$ cat src/rtl/swrec_pkg.sv
package swrec_pkg;

    typedef enum logic {
        PH_IDLE = 1'b0,
        PH_RUN  = 1'b1
    } phase_e;

    function automatic int layer_total(int log_n);
        return log_n * (log_n + 1) / 2;
    endfunction

    // Stage s (block size 2^s) and step t of a forward layer index.
    function automatic int layer_stage(int log_n, int layer);
        int idx;
        int res;
        idx = 0;
        res = 1;
        for (int s = 1; s <= log_n; s++) begin
            for (int t = 0; t < s; t++) begin
                if (idx == layer) res = s;
                idx++;
            end
        end
        return res;
    endfunction

    function automatic int layer_step(int log_n, int layer);
        int idx;
        int res;
        idx = 0;
        res = 0;
        for (int s = 1; s <= log_n; s++) begin
            for (int t = 0; t < s; t++) begin
                if (idx == layer) res = t;
                idx++;
            end
        end
        return res;
    endfunction

    function automatic int pair_lo(int log_n, int layer, int c);
        int span;
        int half;
        span = 1 << (layer_stage(log_n, layer) - layer_step(log_n, layer));
        half = span / 2;
        return (c / half) * span + (c % half);
    endfunction

    function automatic int pair_hi(int log_n, int layer, int c);
        int span;
        int half;
        span = 1 << (layer_stage(log_n, layer) - layer_step(log_n, layer));
        half = span / 2;
        if (layer_step(log_n, layer) == 0)
            return (c / half) * span + span - 1 - (c % half);
        return (c / half) * span + (c % half) + half;
    endfunction

endpackage

$ cat src/rtl/swrec_undo_elem.sv
module swrec_undo_elem #(
    parameter int TAG_W = 4
) (
    input  logic [TAG_W-1:0] a_i,
    input  logic [TAG_W-1:0] b_i,
    input  logic             rec_i,
    output logic [TAG_W-1:0] a_o,
    output logic [TAG_W-1:0] b_o,
    output logic             rec_o
);
    logic [TAG_W-1:0] a_s;
    logic [TAG_W-1:0] b_s;

    // un-swap on the stored bit, then re-compare to clear it
    always_comb begin
        a_s   = rec_i ? b_i : a_i;
        b_s   = rec_i ? a_i : b_i;
        rec_o = rec_i & ~(a_s > b_s);
    end

    assign a_o = a_s;
    assign b_o = b_s;
endmodule

$ cat src/rtl/swrec_undo_layer.sv
module swrec_undo_layer #(
    parameter int LOG_N = 3,
    parameter int TAG_W = 4,
    parameter int LAYER = 0
) (
    input  logic [(1<<LOG_N)*TAG_W-1:0] tags_i,
    input  logic [(1<<LOG_N)/2-1:0]     recs_i,
    output logic [(1<<LOG_N)*TAG_W-1:0] tags_o,
    output logic [(1<<LOG_N)/2-1:0]     recs_o
);
    localparam int N    = 1 << LOG_N;
    localparam int HALF = N / 2;

    // Every layer is a perfect matching, so each tag slot is driven once.
    for (genvar c = 0; c < HALF; c++) begin : g_el
        localparam int LO = swrec_pkg::pair_lo(LOG_N, LAYER, c);
        localparam int HI = swrec_pkg::pair_hi(LOG_N, LAYER, c);

        swrec_undo_elem #(.TAG_W(TAG_W)) u_el (
            .a_i   (tags_i[LO*TAG_W +: TAG_W]),
            .b_i   (tags_i[HI*TAG_W +: TAG_W]),
            .rec_i (recs_i[c]),
            .a_o   (tags_o[LO*TAG_W +: TAG_W]),
            .b_o   (tags_o[HI*TAG_W +: TAG_W]),
            .rec_o (recs_o[c])
        );
    end
endmodule

$ cat src/rtl/swrec_cleaner.sv
module swrec_cleaner #(
    parameter int LOG_N = 3,
    parameter int TAG_W = 4
) (
    input  logic                                                      clk,
    input  logic                                                      rst_n,
    input  logic                                                      start,
    input  logic [(1<<LOG_N)*TAG_W-1:0]                               tags_in,
    input  logic [swrec_pkg::layer_total(LOG_N)*((1<<LOG_N)/2)-1:0]   recs_in,
    output logic                                                      done,
    output logic                                                      clean,
    output logic [(1<<LOG_N)*TAG_W-1:0]                               tags_out,
    output logic [swrec_pkg::layer_total(LOG_N)*((1<<LOG_N)/2)-1:0]   recs_out
);
    import swrec_pkg::*;

    localparam int N      = 1 << LOG_N;
    localparam int HALF   = N / 2;
    localparam int LAYERS = layer_total(LOG_N);
    localparam int NREC   = LAYERS * HALF;
    localparam int TV     = N * TAG_W;
    localparam int LW     = (LAYERS > 1) ? $clog2(LAYERS) : 1;

    typedef struct packed {
        phase_e          phase;
        logic [LW-1:0]   layer;
        logic [TV-1:0]   tags;
        logic [NREC-1:0] recs;
        logic            done;
        logic            clean;
    } state_t;

    state_t st_d, st_q;

    logic [TV-1:0]   lay_tags [LAYERS];
    logic [HALF-1:0] lay_recs [LAYERS];
    logic [NREC-1:0] nrec;

    // One combinational inverse layer per forward layer; the counter picks one.
    for (genvar l = 0; l < LAYERS; l++) begin : g_lay
        swrec_undo_layer #(
            .LOG_N (LOG_N),
            .TAG_W (TAG_W),
            .LAYER (l)
        ) u_lay (
            .tags_i (st_q.tags),
            .recs_i (st_q.recs[l*HALF +: HALF]),
            .tags_o (lay_tags[l]),
            .recs_o (lay_recs[l])
        );
    end

    always_comb begin
        st_d      = st_q;
        st_d.done = 1'b0;
        nrec      = st_q.recs;
        nrec[int'(st_q.layer)*HALF +: HALF] = lay_recs[st_q.layer];
        unique case (st_q.phase)
            PH_IDLE: begin
                if (start) begin
                    st_d.phase = PH_RUN;
                    st_d.layer = LW'(LAYERS - 1);
                    st_d.tags  = tags_in;
                    st_d.recs  = recs_in;
                    st_d.clean = 1'b0;
                end
            end
            PH_RUN: begin
                st_d.tags = lay_tags[st_q.layer];
                st_d.recs = nrec;
                if (st_q.layer == '0) begin
                    st_d.phase = PH_IDLE;
                    st_d.done  = 1'b1;
                    st_d.clean = (nrec == '0);
                end else begin
                    st_d.layer = st_q.layer - 1'b1;
                end
            end
            default: st_d.phase = PH_IDLE;
        endcase
    end

    always_ff @(posedge clk) begin
        if (!rst_n) st_q <= '0;
        else        st_q <= st_d;
    end

    assign done     = st_q.done;
    assign clean    = st_q.clean;
    assign tags_out = st_q.tags;
    assign recs_out = st_q.recs;
endmodule

$ cat config.mk
export PLATFORM = sky130hd
export DESIGN_NAME = swrec_cleaner
export DESIGN_NICKNAME = d
export VERILOG_FILES = /design/src/rtl/swrec_pkg.sv /design/src/rtl/swrec_undo_elem.sv /design/src/rtl/swrec_undo_layer.sv /design/src/rtl/swrec_cleaner.sv
export SDC_FILE = /design/constraint.sdc
export NUM_CORES = 1
export LEC_CHECK = 0
export BUFFER_PORTS_ARGS = -buffer_cell sky130_fd_sc_hd__buf_2
export CAP_MARGIN = 30
export CORE_MARGIN = 1
export CORE_UTILIZATION = 40
export CTS_CLUSTER_SIZE = 40
export DETAILED_ROUTE_END_ITERATION = 8
export SLEW_MARGIN = 20
export SYNTH_ARGS = -nofsm -noshare
export SYNTH_HDL_FRONTEND = slang
export SYNTH_SLANG_ARGS = --single-unit
$ cat constraint.sdc
create_clock -name clk -period 7 [get_ports clk]
set_clock_uncertainty 0.1 [all_clocks]
set_input_delay 0.35 -clock clk [delete_from_list [all_inputs] [get_ports clk]]
set_output_delay 0.35 -clock clk [all_outputs]
set_load 0.01 [all_outputs]
==> flow_results.xml, run 1 <==
<?xml version="1.0" encoding="UTF-8"?>
<metrics>
  <group name="timing">
    <metric name="final-max-slew-violation-count" unit="">0</metric>
    <metric name="fin_tns_setup" unit="ns">0</metric>
    <metric name="max_freq" unit="MHz">295.5</metric>
    <metric name="max-slew-margin-rel" unit="%">34.39</metric>
    <metric name="tcrit_tclk_final" unit="%">48.34</metric>
    <metric name="finalHoldWorstSlack" unit="ns">0.2467</metric>
    <metric name="finalWorstPathRequiredPeriod" unit="ns">3.384</metric>
    <metric name="tightest_slew" unit="ns">0.9842</metric>
    <metric name="finalSetupViolations" unit="">0</metric>
    <metric name="rsz_0062_raised_after_global_routing" unit="">false</metric>
    <metric name="final_hold_viol_count" unit="">0</metric>
  </group>
  <group name="synth">
    <metric name="synth_cells" unit="">1255</metric>
    <metric name="seq_area_frac_synth" unit="%">13.46</metric>
    <metric name="number_of_distinct_standard_cells_referenced_by_the_synthesized_netlist" unit="">75</metric>
    <metric name="ys_async_sr_fraction" unit="%">0</metric>
    <metric name="syn-num-nets" unit="">1348</metric>
    <metric name="syn_area_per_cell" unit="um2">7.347</metric>
    <metric name="yosys_register_bits" unit="">62</metric>
    <metric name="synth_enable_flop_cells" unit="">0</metric>
    <metric name="synth_cell_area" unit="um2">9220</metric>
    <metric name="yosysWarnings" unit="">0</metric>
    <metric name="synth_top_flop_cell" unit="">sky130_fd_sc_hd__dfxtp_1</metric>
  </group>
  <group name="grt">
    <metric name="grt_start_max_net_pins" unit="">90</metric>
    <metric name="grt_antenna_before_repair" unit="">0</metric>
    <metric name="grt_pass1_vias" unit="">8766</metric>
    <metric name="grt.total_usage" unit="%">27.44</metric>
    <metric name="global_route.overflow_total" unit="">0</metric>
    <metric name="grt_pass1_wl" unit="um">51230</metric>
  </group>
  <group name="setup_path">
    <metric name="path_cells" unit="">buf_4 -&gt; inv_2 -&gt; ha_1 -&gt; ha_1 -&gt; nor3b_1 -&gt; nand2_1 -&gt; o21ai_0 -&gt; o221ai_1 -&gt; a21oi_1</metric>
    <metric name="crit_path_max_incr_delay" unit="ns">0.59</metric>
    <metric name="critPathCaptureType" unit="">flip-flop</metric>
    <metric name="critical_path.n_buffers_inverters" unit="">2</metric>
    <metric name="path_common_cell" unit="">sky130_fd_sc_hd__ha_1</metric>
    <metric name="critPathKind" unit="">flip-flop to flip-flop</metric>
    <metric name="critical_path.top_delay_family" unit="">compound AO/OA/AOI/OAI gates</metric>
    <metric name="crit_required" unit="ns">7.16</metric>
    <metric name="r2r_slack" unit="ns">3.62</metric>
    <metric name="cp.arrival" unit="ns">3.55</metric>
    <metric name="crit_path_top_delay_cell" unit="">sky130_fd_sc_hd__o21ai_0</metric>
    <metric name="critPathLaunchType" unit="">flip-flop</metric>
    <metric name="crit_fanout" unit="">38</metric>
  </group>
  <group name="job">
    <metric name="drv_cap" unit="">0</metric>
  </group>
  <group name="power">
    <metric name="internal_power" unit="W">0.001155</metric>
    <metric name="power.share.clock" unit="%">22.4</metric>
    <metric name="combPwrFrac" unit="%">52.2</metric>
    <metric name="seq_power_share" unit="%">25.4</metric>
    <metric name="power.share.switching" unit="%">46.27</metric>
    <metric name="power.density_cell_area" unit="nW/um2">221.7</metric>
    <metric name="switchingPower" unit="W">0.0009944</metric>
    <metric name="peakVddDrop" unit="mV">0.1386</metric>
    <metric name="finalPower" unit="W">0.002149</metric>
    <metric name="p_leak" unit="nW">3.837</metric>
  </group>
  <group name="place">
    <metric name="place.detailed.hpwl" unit="um">22580</metric>
    <metric name="place.port_buffers" unit="">116</metric>
    <metric name="routability_driven_placement_congestion_ratio" unit="">0.9102</metric>
  </group>
  <group name="drt">
    <metric name="drt-wirelength-per-cell" unit="um">22.18</metric>
    <metric name="dr_total_vias" unit="">9496</metric>
    <metric name="remaining_drc_errors" unit="">0</metric>
    <metric name="drt_pre_antenna_iters" unit="">5</metric>
    <metric name="detailedRoute.firstIterationViolations" unit="">1093</metric>
    <metric name="drt_wl_total" unit="um">33160</metric>
    <metric name="drt.antenna.violating_nets" unit="">0</metric>
    <metric name="detail_route.vias_per_cell" unit="">6.352</metric>
  </group>
  <group name="floorplan">
    <metric name="die_area" unit="um2">23660</metric>
    <metric name="io_pins" unit="">117</metric>
    <metric name="rows" unit="">55</metric>
    <metric name="initial_utilization" unit="%">40.72</metric>
    <metric name="die_h" unit="um">153.8</metric>
    <metric name="width_of_the_die" unit="um">153.8</metric>
    <metric name="core_area" unit="um2">22640</metric>
  </group>
  <group name="cts">
    <metric name="insertion_delay" unit="ns">0.35</metric>
    <metric name="tritoncts.num_buffers" unit="">9</metric>
    <metric name="hold_bufs_at_cts" unit="">0</metric>
    <metric name="ctsResizeCount" unit="">0</metric>
    <metric name="tritoncts" unit="">done</metric>
    <metric name="clkSinkCount" unit="">62</metric>
    <metric name="setup_fix_bufs_post_cts" unit="">0</metric>
    <metric name="cts-root-buf" unit="">sky130_fd_sc_hd__clkbuf_16</metric>
    <metric name="ctsLongestPathBuffers" unit="">2</metric>
    <metric name="clk_pin_slew_worst_setup_hold_paths" unit="ns">0.06</metric>
    <metric name="cts-htree-levels" unit="">3</metric>
  </group>
  <group name="run_status">
    <metric name="outcome" unit="">complete, no violations</metric>
  </group>
  <group name="layout">
    <metric name="most-common-layout-cells" unit="">142 x sky130_fd_sc_hd__mux2i_1, 116 x sky130_fd_sc_hd__buf_2, 109 x sky130_fd_sc_hd__nand2_1, 94 x sky130_fd_sc_hd__o21ai_0, 83 x sky130_fd_sc_hd__a21oi_1</metric>
    <metric name="area_added_between_synthesis_and_finish" unit="%">5.130</metric>
    <metric name="insertedDiodeCount" unit="">0</metric>
    <metric name="final_net_count" unit="">1298</metric>
    <metric name="layout-drive-gt1-share" unit="%">18.51</metric>
    <metric name="layout.cells.most_common" unit="">sky130_fd_sc_hd__mux2i_1</metric>
  </group>
  <group name="min_path">
    <metric name="hp-class" unit="">primary input to flip-flop</metric>
  </group>
</metrics>
worst register-to-register path: stages (launching register included):
cell and delay, ns:
sky130_fd_sc_hd__dfxtp_1 0.31, sky130_fd_sc_hd__buf_4 0.42, sky130_fd_sc_hd__inv_2 0.23, sky130_fd_sc_hd__ha_1 0.24
sky130_fd_sc_hd__ha_1 0.31, sky130_fd_sc_hd__nor3b_1 0.50, sky130_fd_sc_hd__nand2_1 0.13, sky130_fd_sc_hd__o21ai_0 0.59
sky130_fd_sc_hd__o221ai_1 0.23, sky130_fd_sc_hd__a21oi_1 0.23
per-stage QoR:
step | util, % | worst slack, ns | std cells | area, um2
after CTS | 42.76 | 3.736 | 1494 | 9682
after global placement | 41.39 | 3.788 | 1478 | 9371
after global routing | 42.81 | 3.478 | 1495 | 9693
after detailed placement | 41.39 | 3.739 | 1478 | 9371
final | 42.81 | 3.616 | 1495 | 9693
after floorplan | - | 4.238 | 1255 | 9220
logic make-up after synthesis:
group                    count (synthesis)  share of synthesized area [%]
AO/OA/AOI/OAI                          392                          28.80
XOR/XNOR                                32                          3.040
adder cells (fa/ha/maj)                 47                          6.107
buffers and inverters                  233                          12.16
flip-flops                              62                          13.46
multiplexers                           172                          19.08
AND/OR/NAND/NOR                        317                          17.36
routing by layer:
metal | vias to the layer above | track usage (%) | wire, um
met2 | 432 | 43.59 | 15240
li1 | 4455 | - | -
met5 | - | 0 | 0
met4 | 0 | 6.905 | 565
met1 | 4564 | 38.15 | 14820
met3 | 45 | 4.735 | 2534
path summary, 6_finish.rpt:
kind	from	end	cells after the start
setup / recovery	st_q[59]	recs_out[20]	9
hold / removal	recs_in[3]	recs_out[3]	4
setup reg to reg	st_q[59]	recs_out[20]	9
hold reg to reg	clean	clean	2
power groups by stage:
stage,Combinational (W),Clock (W),Sequential (W)
detailed placement,0.00110,0,0.000547
CTS,0.00110,0.000486,0.000539
finish,0.00112,0.000481,0.000546
global route,0.00123,0.000498,0.000552
global placement,0.00109,0,0.000544
floorplan,0.000946,0,0.000425
final cells by class:
class	instances	area, um2
clock buffers	11	252.7
well taps	285	356.6
multi-input cells	960	6868
repair buffers	147	817.0
clock inverters	5	57.56
fillers	2347	12950
inverters	25	96.34
flip-flops and latches	62	1245
synth_stat cells, drive strengths merged (3+ instances only):
| cell type | instances | area, um2 |
|---|---|---|
| nor2 | 49 | 183.9 |
| o211ai | 43 | 327.8 |
| nand4 | 15 | 108.9 |
| dfxtp | 62 | 1241 |
| clkbuf | 95 | 356.6 |
| o221ai | 26 | 234.0 |
| mux2i | 142 | 1421 |
| a22oi | 26 | 195.2 |
| and3 | 7 | 43.79 |
| a31oi | 13 | 81.33 |
| a211oi | 33 | 252.7 |
| o311ai | 5 | 61.32 |
| inv | 25 | 96.35 |
| xor2 | 20 | 175.2 |
| nor2b | 34 | 212.7 |
| buf | 113 | 668.1 |
| o22ai | 3 | 18.77 |
| nor4b | 3 | 26.28 |
| xnor2 | 12 | 105.1 |
| o32ai | 6 | 52.55 |
| a311oi | 6 | 52.55 |
| maj3 | 13 | 137.6 |
| a211o | 3 | 26.28 |
| mux2 | 30 | 337.8 |
| nor4 | 7 | 50.05 |
| and2 | 35 | 219.0 |
| o21ai | 97 | 485.5 |
| nor3 | 11 | 55.05 |
| a32oi | 3 | 26.28 |
| nand2 | 109 | 409.1 |
| nand3 | 15 | 75.07 |
| nand2b | 19 | 118.9 |
| ha | 34 | 425.4 |
| a21oi | 83 | 415.4 |
| o311a | 3 | 30.03 |
| o211a | 20 | 200.2 |
| or2 | 4 | 25.02 |
flip-flops by register name (all words and copies together) (netlist names):
signal    count
tags_out     32
st_q          4
recs_out     24
done          1
clean         1
Power figures use the tool's default switching activity.
==> inputs of run 2 (changes only) <==
==> constraint.sdc (replaced) <==
create_clock -name clk -period 3.5 [get_ports clk]
set_clock_uncertainty 0.1 [all_clocks]
set_input_delay 0.175 -clock clk [delete_from_list [all_inputs] [get_ports clk]]
set_output_delay 0.175 -clock clk [all_outputs]
set_load 0.01 [all_outputs]
==> run 2 against run 1 <==
Power rose by 100%. Maximum frequency rose by 16%. Sequential share of layout area decreased by 0.27 points. Flip-flop and latch count is the same. Clock-buffer cell count is the same. First-iteration DRC count up 1.3%. Critical path type unchanged. Largest cell class unchanged. Largest power group unchanged. Highest routed layer unchanged.
==> flow_results.xml, run 2 (same netlist as run 1, synthesis figures left out) <==
<?xml version="1.0" encoding="UTF-8"?>
<metrics>
  <group name="cts">
    <metric name="clk_pin_slew_worst_setup_hold_paths" unit="ns">0.06</metric>
    <metric name="tritoncts.num_buffers" unit="">9</metric>
    <metric name="hold_bufs_at_cts" unit="">0</metric>
    <metric name="setup_fix_bufs_post_cts" unit="">0</metric>
    <metric name="clkSinkCount" unit="">62</metric>
    <metric name="cts-htree-levels" unit="">3</metric>
    <metric name="ctsResizeCount" unit="">0</metric>
    <metric name="cts-root-buf" unit="">sky130_fd_sc_hd__clkbuf_16</metric>
    <metric name="ctsLongestPathBuffers" unit="">2</metric>
    <metric name="tritoncts" unit="">done</metric>
    <metric name="insertion_delay" unit="ns">0.35</metric>
  </group>
  <group name="setup_path">
    <metric name="crit_required" unit="ns">3.68</metric>
    <metric name="critPathCaptureType" unit="">flip-flop</metric>
    <metric name="crit_path_top_delay_cell" unit="">sky130_fd_sc_hd__dfxtp_1</metric>
    <metric name="path_cells" unit="">mux2i_1 -&gt; ha_1 -&gt; nor2b_1 -&gt; nor3_1 -&gt; o21ai_0 -&gt; a211o_1 -&gt; a32oi_1 -&gt; o221ai_2 -&gt; or2_1 -&gt; a21oi_1</metric>
    <metric name="crit_path_max_incr_delay" unit="ns">0.68</metric>
    <metric name="critical_path.n_buffers_inverters" unit="">0</metric>
    <metric name="critPathLaunchType" unit="">flip-flop</metric>
    <metric name="critical_path.top_delay_family" unit="">compound AO/OA/AOI/OAI gates</metric>
    <metric name="crit_fanout" unit="">16</metric>
    <metric name="critPathKind" unit="">flip-flop to flip-flop</metric>
    <metric name="cp.arrival" unit="ns">3.10</metric>
  </group>
  <group name="grt">
    <metric name="grt_pass1_wl" unit="um">53390</metric>
    <metric name="grt_start_max_net_pins" unit="">68</metric>
    <metric name="grt_antenna_before_repair" unit="">0</metric>
    <metric name="global_route.overflow_total" unit="">0</metric>
    <metric name="grt_pass1_vias" unit="">9154</metric>
    <metric name="grt.total_usage" unit="%">28.93</metric>
  </group>
  <group name="drt">
    <metric name="dr_total_vias" unit="">9811</metric>
    <metric name="drt.antenna.violating_nets" unit="">0</metric>
    <metric name="detail_route.vias_per_cell" unit="">6.433</metric>
    <metric name="detailedRoute.firstIterationViolations" unit="">1107</metric>
    <metric name="drt_wl_total" unit="um">34590</metric>
    <metric name="drt_pre_antenna_iters" unit="">5</metric>
    <metric name="remaining_drc_errors" unit="">0</metric>
    <metric name="drt-wirelength-per-cell" unit="um">22.68</metric>
  </group>
  <group name="job">
    <metric name="drv_cap" unit="">0</metric>
  </group>
  <group name="layout">
    <metric name="area_added_between_synthesis_and_finish" unit="%">7.396</metric>
    <metric name="post-route-util" unit="%">43.74</metric>
    <metric name="most-common-layout-cells" unit="">142 x sky130_fd_sc_hd__mux2i_1, 116 x sky130_fd_sc_hd__buf_2, 109 x sky130_fd_sc_hd__nand2_1, 94 x sky130_fd_sc_hd__o21ai_0, 83 x sky130_fd_sc_hd__a21oi_1</metric>
    <metric name="fillCellCount" unit="">2369</metric>
    <metric name="largest_register_ffs" unit="">32</metric>
    <metric name="multiInputGateArea" unit="um2">6868</metric>
    <metric name="layout-drive-gt1-share" unit="%">20.40</metric>
    <metric name="insertedDiodeCount" unit="">0</metric>
    <metric name="final-seq-area" unit="um2">1245</metric>
    <metric name="final_net_count" unit="">1329</metric>
    <metric name="layout.cells.most_common" unit="">sky130_fd_sc_hd__mux2i_1</metric>
  </group>
  <group name="timing">
    <metric name="fin_tns_setup" unit="ns">0</metric>
    <metric name="max-slew-margin-rel" unit="%">39.40</metric>
    <metric name="setup_ws" unit="ns">0.5816</metric>
    <metric name="final_hold_viol_count" unit="">0</metric>
    <metric name="finalSetupViolations" unit="">0</metric>
    <metric name="final-max-slew-violation-count" unit="">0</metric>
    <metric name="finalWorstPathRequiredPeriod" unit="ns">2.918</metric>
    <metric name="max_freq" unit="MHz">342.7</metric>
    <metric name="tcrit_tclk_final" unit="%">83.38</metric>
    <metric name="tightest_slew" unit="ns">0.9077</metric>
    <metric name="rsz_0062_raised_after_global_routing" unit="">false</metric>
  </group>
  <group name="floorplan">
    <metric name="initial_utilization" unit="%">40.72</metric>
    <metric name="io_pins" unit="">117</metric>
    <metric name="width_of_the_die" unit="um">153.8</metric>
    <metric name="rows" unit="">55</metric>
    <metric name="core_area" unit="um2">22640</metric>
    <metric name="die_area" unit="um2">23660</metric>
    <metric name="die_h" unit="um">153.8</metric>
  </group>
  <group name="run_status">
    <metric name="outcome" unit="">complete, no violations</metric>
  </group>
  <group name="power">
    <metric name="p_leak" unit="nW">3.993</metric>
    <metric name="power.density_cell_area" unit="nW/um2">438.1</metric>
    <metric name="peakVddDrop" unit="mV">0.2612</metric>
  </group>
  <group name="place">
    <metric name="place.port_buffers" unit="">116</metric>
    <metric name="dp_worst_setup_slack" unit="ns">0.6172</metric>
    <metric name="routability_driven_placement_congestion_ratio" unit="">0.9636</metric>
    <metric name="place.detailed.hpwl" unit="um">24990</metric>
  </group>
  <group name="min_path">
    <metric name="hp-class" unit="">primary input to flip-flop</metric>
  </group>
</metrics>
run 2: changes by cell type in the layout (fill, tap and decap cells not counted):
cell                         delta
sky130_fd_sc_hd__buf_4         +32
sky130_fd_sc_hd__buf_6          -1
sky130_fd_sc_hd__clkbuf_1       +1
sky130_fd_sc_hd__clkbuf_8       -1
sky130_fd_sc_hd__clkinv_2       +1
sky130_fd_sc_hd__clkinvlp_4     -2
run 2: through the flow:
| stage | total power [W] | hold WS, ns | area (um2) | instances |
|---|---|---|---|---|
| finish | 0.004338 | 0.04526 | 9902 | 1525 |
| global route | 0.004597 | 0.06981 | 9902 | 1525 |
| CTS | 0.004294 | 0.03350 | 9902 | 1525 |
| detailed placement | 0.003362 | 0.3769 | 9612 | 1510 |
| global placement | 0.003353 | 0.3793 | 9612 | 1510 |
| floorplan | 0.002744 | 0.3152 | 9220 | 1255 |
run 2: final cells by class:
class                   instances  area share (%)
multi-input cells             960           69.36
flip-flops and latches         62           12.57
repair buffers                178           10.56
well taps                     285           3.601
clock buffers                  11           2.451
inverters                      25          0.9730
clock inverters                 4          0.4802
run 2: final timing paths:
check                                   from            to  slack, ns  depth (start not counted)
worst min register to register         clean         clean       0.39                          2
worst max register to register  recs_out[21]  recs_out[17]       0.58                         10
worst max-delay path            recs_out[21]  recs_out[17]       0.58                         10
worst min-delay path                   rst_n          done       0.05                          2
run 2: power by group:
group,internal [W],leakage [nW],switching [W],total [W]
combinational,0.000975,3.34,0.00138,0.00236
clock,0.000565,0.141,0.000359,0.000924
sequential,0.000788,0.514,0.000270,0.00106
run 2: metal layers:
metal  GRT usage (%)  wire, um  up-vias
met1           39.08     14960     4682
met4           9.381       825        0
met5               0         0        -
met3           4.904      3097       73
met2           46.54     15700      537
li1                -         -     4519
==> inputs of run 3 (changes only) <==
==> constraint.sdc (replaced) <==
create_clock -name clk -period 2.6 [get_ports clk]
set_clock_uncertainty 0.1 [all_clocks]
set_input_delay 0.13 -clock clk [delete_from_list [all_inputs] [get_ports clk]]
set_output_delay 0.13 -clock clk [all_outputs]
set_load 0.01 [all_outputs]
==> run 3 against run 2 <==
Clock power is 58% higher. Worst setup slack worse by 0.51 ns. Critical path depth is 3 lower. Die area stayed put. Cell area is 8.5% higher. Sequential power is 23% higher. Power is 48% higher. Combinational power is 54% higher. Routed wire length is 3.2% higher. Flip-flop and latch count stayed put.
==> flow_results.xml, run 3 (same netlist as run 1, synthesis figures left out) <==
<?xml version="1.0" encoding="UTF-8"?>
<metrics>
  <group name="run_status">
    <metric name="outcome" unit="">complete, no violations</metric>
  </group>
  <group name="cts">
    <metric name="insertion_delay" unit="ns">0.35</metric>
    <metric name="tritoncts.num_buffers" unit="">9</metric>
    <metric name="cts-root-buf" unit="">sky130_fd_sc_hd__clkbuf_16</metric>
    <metric name="ctsLongestPathBuffers" unit="">2</metric>
    <metric name="cts-htree-levels" unit="">3</metric>
    <metric name="clk_pin_slew_worst_setup_hold_paths" unit="ns">0.06</metric>
    <metric name="clkSinkCount" unit="">62</metric>
    <metric name="tritoncts" unit="">done</metric>
    <metric name="hold_bufs_at_cts" unit="">0</metric>
  </group>
  <group name="floorplan">
    <metric name="die_area" unit="um2">23660</metric>
    <metric name="die_h" unit="um">153.8</metric>
    <metric name="width_of_the_die" unit="um">153.8</metric>
    <metric name="io_pins" unit="">117</metric>
    <metric name="core_area" unit="um2">22640</metric>
    <metric name="rows" unit="">55</metric>
    <metric name="initial_utilization" unit="%">40.72</metric>
  </group>
  <group name="power">
    <metric name="power.density_cell_area" unit="nW/um2">595.9</metric>
    <metric name="p_leak" unit="nW">4.446</metric>
    <metric name="peakVddDrop" unit="mV">0.3821</metric>
  </group>
  <group name="timing">
    <metric name="finalSetupViolations" unit="">0</metric>
    <metric name="final-max-slew-violation-count" unit="">0</metric>
    <metric name="tcrit_tclk_final" unit="%">97.09</metric>
    <metric name="tightest_slew" unit="ns">0.7515</metric>
    <metric name="fin_tns_setup" unit="ns">0</metric>
    <metric name="max_freq" unit="MHz">396.1</metric>
    <metric name="setup_ws" unit="ns">0.07568</metric>
    <metric name="finalWorstPathRequiredPeriod" unit="ns">2.524</metric>
    <metric name="finalHoldWorstSlack" unit="ns">0.02181</metric>
    <metric name="final_hold_viol_count" unit="">0</metric>
    <metric name="max-slew-margin-rel" unit="%">49.63</metric>
    <metric name="rsz_0062_raised_after_global_routing" unit="">true</metric>
  </group>
  <group name="setup_path">
    <metric name="critPathKind" unit="">flip-flop to flip-flop</metric>
    <metric name="path_common_cell" unit="">sky130_fd_sc_hd__nand4_1</metric>
    <metric name="worst_r2r_path_depth" unit="">7</metric>
    <metric name="timing.critical_path.to" unit="">recs_out[23]</metric>
    <metric name="crit_required" unit="ns">2.76</metric>
    <metric name="r2r_slack" unit="ns">0.08</metric>
    <metric name="crit_fanout" unit="">14</metric>
    <metric name="cp-startpoint" unit="">tags_out[27]</metric>
    <metric name="critPathCaptureType" unit="">flip-flop</metric>
    <metric name="critical_path_depth" unit="">7</metric>
    <metric name="critical_path.n_buffers_inverters" unit="">1</metric>
    <metric name="crit_path_top_delay_cell" unit="">sky130_fd_sc_hd__dfxtp_1</metric>
    <metric name="cp.arrival" unit="ns">2.69</metric>
    <metric name="critPathLaunchType" unit="">flip-flop</metric>
    <metric name="critical_path.reg2reg.endpoint" unit="">recs_out[23]</metric>
    <metric name="path_cells" unit="">mux2i_1 -&gt; ha_1 -&gt; nand4_1 -&gt; o311ai_0 -&gt; nand4_1 -&gt; buf_4 -&gt; a21oi_2</metric>
    <metric name="critical_path.top_delay_family" unit="">compound AO/OA/AOI/OAI gates</metric>
    <metric name="worst_r2r_start" unit="">tags_out[27]</metric>
    <metric name="crit_path_max_incr_delay" unit="ns">0.62</metric>
  </group>
  <group name="drt">
    <metric name="detail_route.vias_per_cell" unit="">6.335</metric>
    <metric name="detailedRoute.firstIterationViolations" unit="">1296</metric>
    <metric name="drt_wl_total" unit="um">35690</metric>
    <metric name="drt-wirelength-per-cell" unit="um">22.28</metric>
    <metric name="drt.antenna.violating_nets" unit="">0</metric>
    <metric name="dr_total_vias" unit="">10150</metric>
    <metric name="drt_pre_antenna_iters" unit="">5</metric>
    <metric name="remaining_drc_errors" unit="">0</metric>
  </group>
  <group name="place">
    <metric name="dp.cells" unit="">1586</metric>
    <metric name="place.detailed.hpwl" unit="um">26080</metric>
    <metric name="routability_driven_placement_congestion_ratio" unit="">0.9620</metric>
    <metric name="place.port_buffers" unit="">116</metric>
    <metric name="dp_worst_setup_slack" unit="ns">-0.02937</metric>
  </group>
  <group name="grt">
    <metric name="global_route.overflow_total" unit="">0</metric>
    <metric name="grt_start_max_net_pins" unit="">90</metric>
    <metric name="grt_antenna_before_repair" unit="">0</metric>
    <metric name="gr-usage-met1" unit="%">39.14</metric>
    <metric name="grt.total_usage" unit="%">30.03</metric>
    <metric name="grt.busiest_layer" unit="">met2</metric>
    <metric name="grt_pass1_wl" unit="um">55210</metric>
    <metric name="groute.layer.met3.usage" unit="%">5.440</metric>
    <metric name="grt_pass1_vias" unit="">9555</metric>
    <metric name="grt_util_met2" unit="%">49.07</metric>
  </group>
  <group name="layout">
    <metric name="layout.cells.most_common" unit="">sky130_fd_sc_hd__mux2i_1</metric>
    <metric name="insertedDiodeCount" unit="">0</metric>
    <metric name="fillCellCount" unit="">2268</metric>
    <metric name="final-instance-count-excl-fill" unit="">1602</metric>
    <metric name="most-common-layout-cells" unit="">138 x sky130_fd_sc_hd__mux2i_1, 131 x sky130_fd_sc_hd__buf_4, 116 x sky130_fd_sc_hd__buf_2, 109 x sky130_fd_sc_hd__nand2_1, 89 x sky130_fd_sc_hd__o21ai_0</metric>
    <metric name="multiInputGateArea" unit="um2">6969</metric>
    <metric name="final-seq-area" unit="um2">1266</metric>
    <metric name="largest_register_ffs" unit="">32</metric>
    <metric name="layout-drive-gt1-share" unit="%">27.26</metric>
    <metric name="final_net_count" unit="">1406</metric>
    <metric name="area_added_between_synthesis_and_finish" unit="%">16.50</metric>
  </group>
  <group name="job">
    <metric name="drv_cap" unit="">0</metric>
  </group>
  <group name="min_path">
    <metric name="hp-class" unit="">primary input to flip-flop</metric>
  </group>
</metrics>
==> run 3: cell types whose count changed in the layout (fill, tap and decap cells not counted), sizes merged <==
cell / change
buf: +77
bufinv: +2
clkinv: -1
clkinvlp: -1
==> run 3: metrics by stage <==
step | power [W] | area, um2 | utilization, %
4_1_cts | 0.006276 | 10610 | 46.87
3_5_place_dp | 0.004803 | 10270 | 45.37
3_3_place_gp | 0.004764 | 10270 | 45.37
5_1_grt | 0.006777 | 10740 | 47.44
2_1_floorplan | 0.003698 | 9231 | -
6_report | 0.006401 | 10740 | 47.44
==> run 3: worst min-delay path by stage <==
stage	from	to	slack, ns	cells after the start
global placement	rst_n	done	0.36	2
floorplan	recs_in[20]	recs_out[20]	0.27	2
global route	rst_n	done	0.04	2
finish	recs_in[3]	recs_out[3]	0.02	4
detailed placement	rst_n	done	0.36	2
CTS	rst_n	done	0.002	2
==> run 3: final cells by class <==
type | instances | area share (%)
clock buffer | 11 | 2.260
clock inverter | 4 | 0.8853
inverter | 25 | 0.8969
timing repair buffer | 255 | 15.97
multi-input combinational | 960 | 64.88
sequential | 62 | 11.79
tap | 285 | 3.320
==> run 3: report_power, final <==
part	switching [W]	internal, W	leakage, nW
Clock	0.000506	0.000957	0.166
Combinational	0.00207	0.00157	3.76
Sequential	0.000231	0.00107	0.519
==> run 3: timing repair <==
action	4_1_cts	5_1_grt
pin swaps	0	6
setup buffers	0	1
endpoints found under the setup margin	2	21
gates resized for setup	1	38
==> run 3: worst min-delay path, stage by stage <==
cell and delay [ns]:
sky130_fd_sc_hd__buf_2 0.08, sky130_fd_sc_hd__nand2_1 0.04, sky130_fd_sc_hd__o21ai_0 0.07, sky130_fd_sc_hd__o211a_1 0.13
==> run 3: per-layer routing <==
metal | part of all wire [%] | wire length (um)
met5 | 0 | 0
met4 | 3.1 | 1100
met3 | 8.5 | 3029
met2 | 47 | 16680
met1 | 42 | 14880
